$ cat config.mk
export PLATFORM = sky130hd
export DESIGN_NAME = supply_supervisor
export DESIGN_NICKNAME = d
export VERILOG_FILES = /design/src/rtl/supply_supervisor.sv
export SDC_FILE = /design/constraint.sdc
export NUM_CORES = 1
export LEC_CHECK = 0
export ABC_AREA = 1
export BUFFER_PORTS_ARGS = -buffer_cell sky130_fd_sc_hd__buf_2
export CELL_PAD_IN_SITES_DETAIL_PLACEMENT = 1
export CELL_PAD_IN_SITES_GLOBAL_PLACEMENT = 1
export CORE_UTILIZATION = 47
export CTS_BUF_LIST = sky130_fd_sc_hd__clkbuf_4
export DETAILED_ROUTE_END_ITERATION = 12
export GPL_TIMING_DRIVEN = 0
export PLACE_DENSITY_LB_ADDON = 0.1
export SYNTH_ARGS = -nofsm -noshare
export SYNTH_HDL_FRONTEND = slang
export SYNTH_SLANG_ARGS = --single-unit
$ cat constraint.sdc
create_clock -name clk -period 3 [get_ports clk]
set_input_delay 0.45 -clock clk [delete_from_list [all_inputs] [get_ports clk]]
set_output_delay 0.45 -clock clk [all_outputs]
set_load 0.1 [all_outputs]
$ cat src/rtl/supply_supervisor.sv
module supply_supervisor #(
  parameter int TICK_DIV   = 1000,
  parameter int HOLD_TICKS = 200
) (
  input  logic clk,
  input  logic por_n,
  input  logic vmain_ok_i,
  input  logic vsec_ok_i,
  input  logic wdt_expire_i,
  input  logic flag_set_i,
  input  logic nv_req_i,
  input  logic nv_done_i,
  output logic reset_n_o,
  output logic sec_fail_n_o,
  output logic flag_o,
  output logic cmd_abort_o,
  output logic io_block_o,
  output logic nv_active_o
);
  localparam int PW = (TICK_DIV > 1) ? $clog2(TICK_DIV) : 1;
  localparam int HW = $clog2(HOLD_TICKS + 1);

  logic [1:0]    main_sy, sec_sy;
  logic          main_ok, main_d;
  logic [PW-1:0] pre;
  logic [HW-1:0] hold_cnt;
  logic          restart, tick, held;

  assign main_ok = main_sy[1];
  assign restart = !main_ok || wdt_expire_i;
  assign tick    = (pre == PW'(TICK_DIV - 1));
  assign held    = (hold_cnt == HW'(HOLD_TICKS));

  always_ff @(posedge clk or negedge por_n)
    if (!por_n) begin
      main_sy <= '0;
      sec_sy  <= '0;
      main_d  <= 1'b0;
    end else begin
      main_sy <= {main_sy[0], vmain_ok_i};
      sec_sy  <= {sec_sy[0], vsec_ok_i};
      main_d  <= main_ok;
    end

  always_ff @(posedge clk or negedge por_n)
    if (!por_n) begin
      pre      <= '0;
      hold_cnt <= '0;
    end else if (restart) begin
      pre      <= '0;
      hold_cnt <= '0;
    end else if (!held) begin
      if (tick) begin
        pre      <= '0;
        hold_cnt <= hold_cnt + 1'b1;
      end else begin
        pre <= pre + 1'b1;
      end
    end

  always_ff @(posedge clk or negedge por_n)
    if (!por_n)          flag_o <= 1'b0;
    else if (restart)    flag_o <= 1'b0;
    else if (flag_set_i) flag_o <= 1'b1;

  always_ff @(posedge clk or negedge por_n)
    if (!por_n)                    nv_active_o <= 1'b0;
    else if (nv_done_i)            nv_active_o <= 1'b0;
    else if (nv_req_i && main_ok)  nv_active_o <= 1'b1;

  assign reset_n_o    = held;
  assign sec_fail_n_o = sec_sy[1];
  assign cmd_abort_o  = main_d && !main_ok;
  assign io_block_o   = !main_ok;
endmodule


==> results of run 1 <==
==> cells in the final DEF, fill, tap and decap left out, drive strengths merged <==
cell       n
inv       23
nand3     16
o21ai      9
ha         3
clkbuf     3
nor2      32
dfrtp     25
buf       17
xor2       3
a21oi      5
o21bai     2
clkinvlp   1
nand2     62
nand3b     1
nand4      3
==> power by group through the flow <==
stage | clock, mW | sequential, mW | combinational, mW
floorplan | 0 | 0.372 | 0.0302
global route | 0.179 | 0.352 | 0.0742
global placement | 0 | 0.357 | 0.0668
CTS | 0.170 | 0.351 | 0.0691
finish | 0.165 | 0.351 | 0.0687
detailed placement | 0 | 0.357 | 0.0688
==> Yosys cell counts <==
master	count
nand2_1	60
nor2_1	29
dfrtp_1	25
inv_1	23
nand3_1	15
a21oi_1	5
o21ai_0	5
o21ai_1	4
ha_1	3
nand4_1	3
xor2_1	3
buf_2	2
buf_6	2
nor2_2	2
o21bai_1	2
nand2_2	1
nand2_4	1
nand3_4	1
nand3b_1	1
nor2_4	1
==> kinds of logic (layout without fill, tap and decap cells) <==
| kind of cell | count (synthesis) | in the layout | synth area share [%] |
|---|---|---|---|
| simple gates | 114 | 114 | 35.6 |
| buf+inv | 27 | 44 | 8.57 |
| flops | 25 | 25 | 45.1 |
| compound gates | 16 | 16 | 6.13 |
| fa+ha+maj | 3 | 3 | 2.71 |
| xor+xnor | 3 | 3 | 1.89 |
==> worst reg2reg max path, cell delays in order, from the launching register on <==
cell and delay (ns):
dfrtp_1 0.45, ha_1 0.23, nand2_1 0.07, inv_1 0.13, nand4_1 0.16, nand2_1 0.16, nand2_4 0.11, buf_6 0.17
nand2_1 0.06, nand2_1 0.06
==> cell type report <==
cell class                 count  area [µm²]
clock inverter                 1        7.51
buffer                         4        32.5
fill                         382        1260
clock buffer                   3        22.5
inverter                      23        86.3
multi-input combinational    136         643
timing repair buffer          13        65.1
tap                           31        38.8
sequential                    25         626
==> state kept, by name (all words and copies together), names as in the netlist <==
name	cells
pre	10
sec_sy	2
hold_cnt	8
main_d	1
main_sy	2
nv_active_o	1
flag_o	1
==> worst max-delay path by stage <==
stage                                  startpoint                       to  slack (ns)  cells after the start
after floorplan           hold_cnt[0]$_DFFE_PN0P_  hold_cnt[7]$_DFFE_PN0P_        0.36                      7
after global placement    hold_cnt[0]$_DFFE_PN0P_                reset_n_o        1.20                      5
after detailed placement  hold_cnt[0]$_DFFE_PN0P_                reset_n_o        1.15                      5
after CTS                 hold_cnt[0]$_DFFE_PN0P_                reset_n_o        0.74                      5
after global routing      hold_cnt[1]$_DFFE_PN0P_                reset_n_o        0.68                      5
final                     hold_cnt[0]$_DFFE_PN0P_                reset_n_o        0.74                      5
==> through the flow <==
stage	hold slack [ns]	power (mW)	setup WS [ns]	std cells	instance area, µm²
after floorplan	0.154	0.402	0.359	188	1390
after global placement	0.334	0.423	1.20	232	1490
after detailed placement	0.337	0.426	1.15	232	1490
after CTS	0.0901	0.590	0.738	236	1520
after global routing	0.108	0.605	0.681	236	1520
final	0.0796	0.584	0.743	236	1520
==> per-layer routing <==
metal / track usage, % / wire length (µm) / vias to the layer above
met5: 0 / 0 / -
met4: 5.92 / 39 / 0
met3: 3.92 / 79 / 5
met2: 43.7 / 1750 / 17
met1: 31.8 / 1640 / 608
li1: - / - / 621
==> impl_metrics.yaml, run 1 <==
floorplan:
  coreArea_um2: 2780
  dieArea_um2: 3170
  io_pins: 14
  die_x_um: 56.3
  rows: 19
  die_y_um: 56.3
  initial_utilization_pct: 49.9
grt:
  grt_usage_pct: 24.8
  first_global_vias: 1289
  grt_max_degree: 26
  antenna_found_initial: 0
  grt-ovfl-total: 0
  grt_pass1_wl_mm: 6.02
setup_path:
  r2r_cells: 9
  crit_path_cell_trace: "inv_1, ha_1, nand3_1, nor2_1, buf_2"
  crit_path_max_incr_delay_ns: 0.46
  timing.rr.end: "hold_cnt[4]$_DFFE_PN0P_"
  crit_required_ns: 2.55
  worstSetupEndpointType: "output pin"
  cp_top_family: "buffers and inverters"
  crit_type: "reg -> out"
  regToRegSetupSlack_ns: 1.31
  regToRegStartpoint: "pre[0]$_DFFE_PN0P_"
  cp-start-kind: "flip-flop"
  cp_max_fo: 4
  cp_num_buf_inv: 2
  critPathSlowestCell: "buf_2"
  cp.arrival_ns: 1.81
drt:
  drc: 0
  drt-wirelength-per-cell_um: 14.9
  first_pass_iters: 4
  drtAntennaViolNets: 0
  first_iter_violations: 18
  routed_wirelength_mm: 3.51
  vias_per_cell: 5.30
  vias: 1251
logic_synthesis:
  syn_avg_cell_area_um2: 7.38
  ys_ff_latch: 25
  synth_top_area_share_pct: 45.1
  syn_nets: 199
  yosys.area.top_type: "dfrtp_1"
  netlist_area_um2: 1390
  yosysSeqAreaShare_pct: 45.1
  synthTopCellsByArea: "dfrtp_1 (45%), nand2_1 (16%), nor2_1 (7.8%)"
  synth_cell_types: 20
  yosys_warnings: 0
  synth_cells: 188
power_and_ir_drop:
  irDropWorstVdd_mv: 0.301
  swShare_pct: 29.7
  seqPwrFrac_pct: 60.0
  p_int_mw: 0.410
  p_comb_share_pct: 11.8
  p_sw_mw: 0.174
  power.density_nw_per_um2: 384
  clkPwrFrac_pct: 28.2
  p_leak_nw: 0.732
sta:
  drv_slew: 0
  rsz0062_at_grt: "false"
  fin_crit_ns: 2.26
  worst_slew_pin_slew_ns: 0.573
  max_freq_mhz: 443
  slew_headroom_pct: 61.8
  setup_viol: 0
  tns_ns: 0
  hold_viol: 0
  skew_ns: 0.00291
  post-route-period-util_pct: 75.2
run_status:
  status: "finished, final reports clean"
cells_and_area:
  fin_nets: 217
  n_antenna_cell: 0
  drive_above_1_share_pct: 13.2
  finish.utilization_pct: 54.7
  areaGrowthSynthToFinish_pct: 9.65
cts:
  cts_tree: "yes"
  clk_latency_ns: 0.34
  cts-resized-gates: 0
  cts_root_buf: "clkbuf_4"
  htreeDepth: 1
  cts.sinks: 25
  clk_pin_slew_ns: 0.15
  cts_buffers: 3
  cts_post_setup_buffers_inserted: 0
  clockBufferDepth: 2
  cts_hold_buf: 0
place:
  hpwl_mm: 2.67
  io_buffer_count: 13
  gp_congestion: 0.843
hold_path:
  min_path_type: "in -> async"
job:
  drv_cap: 0
No activity file was read; power rests on OpenSTA's default activity.
==> run 2, diff against run 1 <==
CORE_UTILIZATION = 40   (was 47)
clock period = 2 ns   (was 3 ns; I/O delays follow)
==> impl_metrics.yaml, run 2 (synthesis gave the netlist of run 1 again) <==
run_status:
  status: "finished, final reports clean"
setup_path:
  worstSetupEndpointType: "output pin"
  cp.arrival_ns: 1.61
  cp-start-kind: "flip-flop"
  timing.rr.end: "hold_cnt[4]$_DFFE_PN0P_"
  critPathSlowestCell: "dfrtp_1"
  crit_path_cell_trace: "inv_1, ha_1, nand3_1, nor2_4, buf_6"
  crit_type: "reg -> out"
  crit_path_max_incr_delay_ns: 0.45
  cp_top_family: "flip-flops"
  cp_num_buf_inv: 2
  crit_required_ns: 1.70
  r2r_cells: 9
  cp_max_fo: 4
  regToRegStartpoint: "pre[0]$_DFFE_PN0P_"
  regToRegSetupSlack_ns: 0.37
job:
  drv_cap: 0
hold_path:
  min_to: "sec_sy[0]$_DFF_PN0_"
  hold_depth: 1
  min_path_type: "in -> reg"
  hp-start: "vsec_ok_i"
drt:
  first_iter_violations: 39
  routed_wirelength_mm: 3.32
  drc: 0
  drt-wirelength-per-cell_um: 13.2
  vias: 1268
  vias_per_cell: 5.03
  first_pass_iters: 4
  drtAntennaViolNets: 0
cts:
  cts_tree: "yes"
  cts.sinks: 25
  clk_latency_ns: 0.34
  cts_root_buf: "clkbuf_4"
  htreeDepth: 1
  cts_buffers: 3
  clk_pin_slew_ns: 0.16
  clockBufferDepth: 2
grt:
  use_met1_pct: 24.5
  grtUsageMet2_pct: 37.5
  grt_max_degree: 26
  grt_use_met3_pct: 2.99
  top_usage_layer: "met2"
  first_global_vias: 1243
  grt_pass1_wl_mm: 5.52
  antenna_found_initial: 0
  grt_usage_pct: 20.6
  grt-ovfl-total: 0
cells_and_area:
  top_register: "pre"
  n_antenna_cell: 0
  top_regs: "pre x10, hold_cnt x8"
  mostFrequentLayoutCell: "nand2_1"
  fillers: 442
  fin_cells: 252
  fin_nets: 218
  largest_reg_flops: 10
  drive_above_1_share_pct: 13.6
  layout_common_cells: "nand2_1 (60), nor2_1 (28), dfrtp_1 (25)"
  areaGrowthSynthToFinish_pct: 12.7
sta:
  setup_viol: 0
  tns_ns: 0
  slew_headroom_pct: 61.2
  hold_viol: 0
  fin_crit_ns: 1.91
  drv_slew: 0
  max_freq_mhz: 523
  post-route-period-util_pct: 95.6
  worst_slew_pin_slew_ns: 0.582
  rsz0062_at_grt: "false"
  skew_ns: 0.00499
place:
  dp_cells: 247
  io_buffer_count: 13
  gp_congestion: 0.786
  hpwl_mm: 2.57
floorplan:
  coreArea_um2: 3340
  rows: 21
  initial_utilization_pct: 41.6
  die_x_um: 60.9
  io_pins: 14
  die_y_um: 60.9
  dieArea_um2: 3710
power_and_ir_drop:
  p_leak_nw: 0.737
  irDropWorstVdd_mv: 0.195
  power.density_nw_per_um2: 565
[run 2: changes by cell type in the layout (fill, tap and decap cells not counted), sizes merged]
cell         before  now
dlygate4sd3       0    1
[run 2: worst reg2reg max path, cell delays in order (launching register included)]
cell	delay, ns
dfrtp_1	0.45
ha_1	0.22
nand2_1	0.07
inv_1	0.13
nand4_1	0.15
nand2_1	0.16
nand2_4	0.10
buf_6	0.16
nand2_1	0.06
nand2_1	0.05
[run 2: layer usage]
metal	up-vias	wire length (µm)
li1	620	-
met1	624	1520
met2	17	1650
met3	7	80
met4	0	69
met5	-	0
[run 2: timing repair]
action / 4_1_cts / 5_1_grt
endpoints found under the hold margin: 25 / 0
hold buffers: 1 / 0
resized for setup: 1 / 1
buffers inserted: 0 / 0
endpoints found under the setup margin: 1 / 1
[run 2: worst max-delay path by stage]
stage,from,endpoint,slack (ns),depth (start not counted)
after global routing,hold_cnt[0]$_DFFE_PN0P_,reset_n_o,0.01,5
after global placement,hold_cnt[0]$_DFFE_PN0P_,reset_n_o,0.33,5
after detailed placement,hold_cnt[0]$_DFFE_PN0P_,reset_n_o,0.30,5
after floorplan,main_sy[1]$_DFF_PN0_,cmd_abort_o,0.05,1
after CTS,hold_cnt[0]$_DFFE_PN0P_,reset_n_o,0.02,5
final,hold_cnt[0]$_DFFE_PN0P_,reset_n_o,0.09,5
[run 2: final cells by class]
class	instances	area (µm²)	area share, %
Inverter	23	86.3	5.52
Buffer	4	32.5	2.08
Tap cell	46	57.6	3.68
Multi-Input combinational cell	136	651	41.6
Clock inverter	1	7.51	0.480
Sequential cell	25	626	40.0
Timing Repair Buffer	14	81.3	5.20
Clock buffer	3	22.5	1.44
[run 2: metrics by stage]
stage,hold slack [ns],area (µm²),worst slack [ns],power [mW],util [%]
after floorplan,0.00441,1400,0.0451,0.603,-
after global placement,0.332,1520,0.334,0.636,45.5
after detailed placement,0.336,1520,0.298,0.640,45.5
after CTS,0.0304,1560,0.0228,0.901,46.8
after global routing,0.0182,1560,0.0125,0.926,46.9
final,0.0503,1560,0.0889,0.884,46.9
[run 2: where the power goes]
group	switching [mW]	internal, mW
sequential	0.00853	0.517
clock	0.178	0.0769
combinational	0.0805	0.0229
==> run 3, diff against run 2 <==
CORE_UTILIZATION = 38   (was 40)
==> impl_metrics.yaml, run 3 (synthesis gave the netlist of run 1 again) <==
run_status:
  status: "finished, final reports clean"
floorplan:
  dieArea_um2: 3900
  die_x_um: 62.4
  io_pins: 14
  rows: 21
  initial_utilization_pct: 40.6
  die_y_um: 62.4
  coreArea_um2: 3420
place:
  place_ws_ns: 0.332
  dp_cells: 247
  hpwl_mm: 2.46
  io_buffer_count: 13
  gp_congestion: 0.759
setup_path:
  crit_type: "reg -> out"
  crit_required_ns: 1.70
  cp-start-kind: "flip-flop"
  worstSetupEndpointType: "output pin"
  cp_max_fo: 4
  cp.arrival_ns: 1.60
cts:
  cts_post_setup_buffers_inserted: 0
  clk_latency_ns: 0.33
  clockBufferDepth: 2
  htreeDepth: 1
  cts_root_buf: "clkbuf_4"
  clk_pin_slew_ns: 0.14
  cts_buffers: 3
  cts.sinks: 25
  cts_tree: "yes"
sta:
  tns_ns: 0
  max_freq_mhz: 527
  fin_crit_ns: 1.90
  rsz0062_at_grt: "false"
  post-route-period-util_pct: 95.0
  drv_slew: 0
  setup_viol: 0
  hold_slack_ns: 0.0713
  worst_slew_pin_slew_ns: 0.583
  slew_headroom_pct: 61.2
  hold_viol: 0
  skew_ns: 0.00912
  fin_ws_ns: 0.101
cells_and_area:
  fin_cells: 252
  n_antenna_cell: 0
  mostFrequentLayoutCell: "nand2_1"
  fillers: 452
  areaGrowthSynthToFinish_pct: 12.3
  largest_reg_flops: 10
  top_register: "pre"
  top_regs: "pre x10, hold_cnt x8"
  layout_common_cells: "nand2_1 (60), nor2_1 (28), dfrtp_1 (25)"
  fin_nets: 218
  drive_above_1_share_pct: 13.6
power_and_ir_drop:
  seqPwrFrac_pct: 60.8
  p_comb_share_pct: 11.9
  power.density_nw_per_um2: 554
  p_leak_nw: 0.740
  irDropWorstVdd_mv: 0.262
  p_int_mw: 0.615
  p_sw_mw: 0.249
  swShare_pct: 28.8
  clkPwrFrac_pct: 27.3
drt:
  vias: 1209
  drtAntennaViolNets: 0
  drc: 0
  drt-wirelength-per-cell_um: 13.1
  vias_per_cell: 4.80
  first_pass_iters: 4
  first_iter_violations: 65
  routed_wirelength_mm: 3.30
grt:
  grt-ovfl-total: 0
  antenna_found_initial: 0
  first_global_vias: 1231
  grt_usage_pct: 19.2
  grt_pass1_wl_mm: 5.78
  grt_max_degree: 26
hold_path:
  min_path_type: "in -> reg"
job:
  drv_cap: 0
==> run 3: cell count changes in the layout (fill, tap and decap cells not counted) <==
cell,before,now
clkinvlp_4,1,0
clkinv_2,0,1
buf_4,0,1
buf_6,3,2
==> run 3: worst max-delay path, cell delays in order, from the launching register on <==
cell and delay (ns):
dfrtp_1 0.43, inv_1 0.09, ha_1 0.19, nand3_1 0.13
nor2_4 0.14, buf_4 0.30
==> run 3: power by group through the flow <==
stage	clock network [mW]	logic, mW	registers, mW
finish	0.235	0.103	0.526
CTS	0.247	0.105	0.526
global route	0.265	0.113	0.528
floorplan	0	0.0453	0.558
global placement	0	0.101	0.534
detailed placement	0	0.103	0.535
==> run 3: cell type report <==
type | instances | area [µm²] | share of cell area [%]
Buffer | 4 | 32.5 | 2.09
Clock buffer | 3 | 22.5 | 1.45
Clock inverter | 1 | 5.00 | 0.321
Inverter | 23 | 86.3 | 5.54
Multi-Input combinational cell | 136 | 651 | 41.8
Sequential cell | 25 | 626 | 40.2
Tap cell | 46 | 57.6 | 3.69
Timing Repair Buffer | 14 | 77.6 | 4.98
==> run 3: final timing paths <==
kind / slack [ns] / start / cells after the start / to
min in group asynchronous: 0.48 / por_n / 2 / pre[4]$_DFFE_PN0P_
setup reg to reg: 0.33 / pre[0]$_DFFE_PN0P_ / 7 / hold_cnt[4]$_DFFE_PN0P_
max in group asynchronous: 1.13 / por_n / 2 / hold_cnt[6]$_DFFE_PN0P_
hold / removal: 0.07 / vsec_ok_i / 1 / sec_sy[0]$_DFF_PN0_
setup / recovery: 0.10 / hold_cnt[0]$_DFFE_PN0P_ / 5 / reset_n_o
hold reg to reg: 0.37 / sec_sy[0]$_DFF_PN0_ / 0 / sec_sy[1]$_DFF_PN0_
==> run 3: stage by stage <==
stage / util [%] / cell area [µm²] / power, mW
floorplan: - / 1400 / 0.603
global placement: 44.4 / 1520 / 0.635
detailed placement: 44.4 / 1520 / 0.639
CTS: 45.6 / 1560 / 0.879
global route: 45.6 / 1560 / 0.906
finish: 45.6 / 1560 / 0.864
==> run 3: timing repair <==
item,in CTS,in global routing
hold buffers,1,0
resized for setup,1,0
endpoints found under the setup margin,1,0
hold endpoints to repair,25,0
==> run 3: layer usage <==
metal	GRT usage, %	vias up	part of all wire [%]
met5	0	-	0
met2	35.7	5	54
met1	22.2	587	44
li1	-	615	-
met4	6.10	0	0.55
met3	2.92	2	1.3
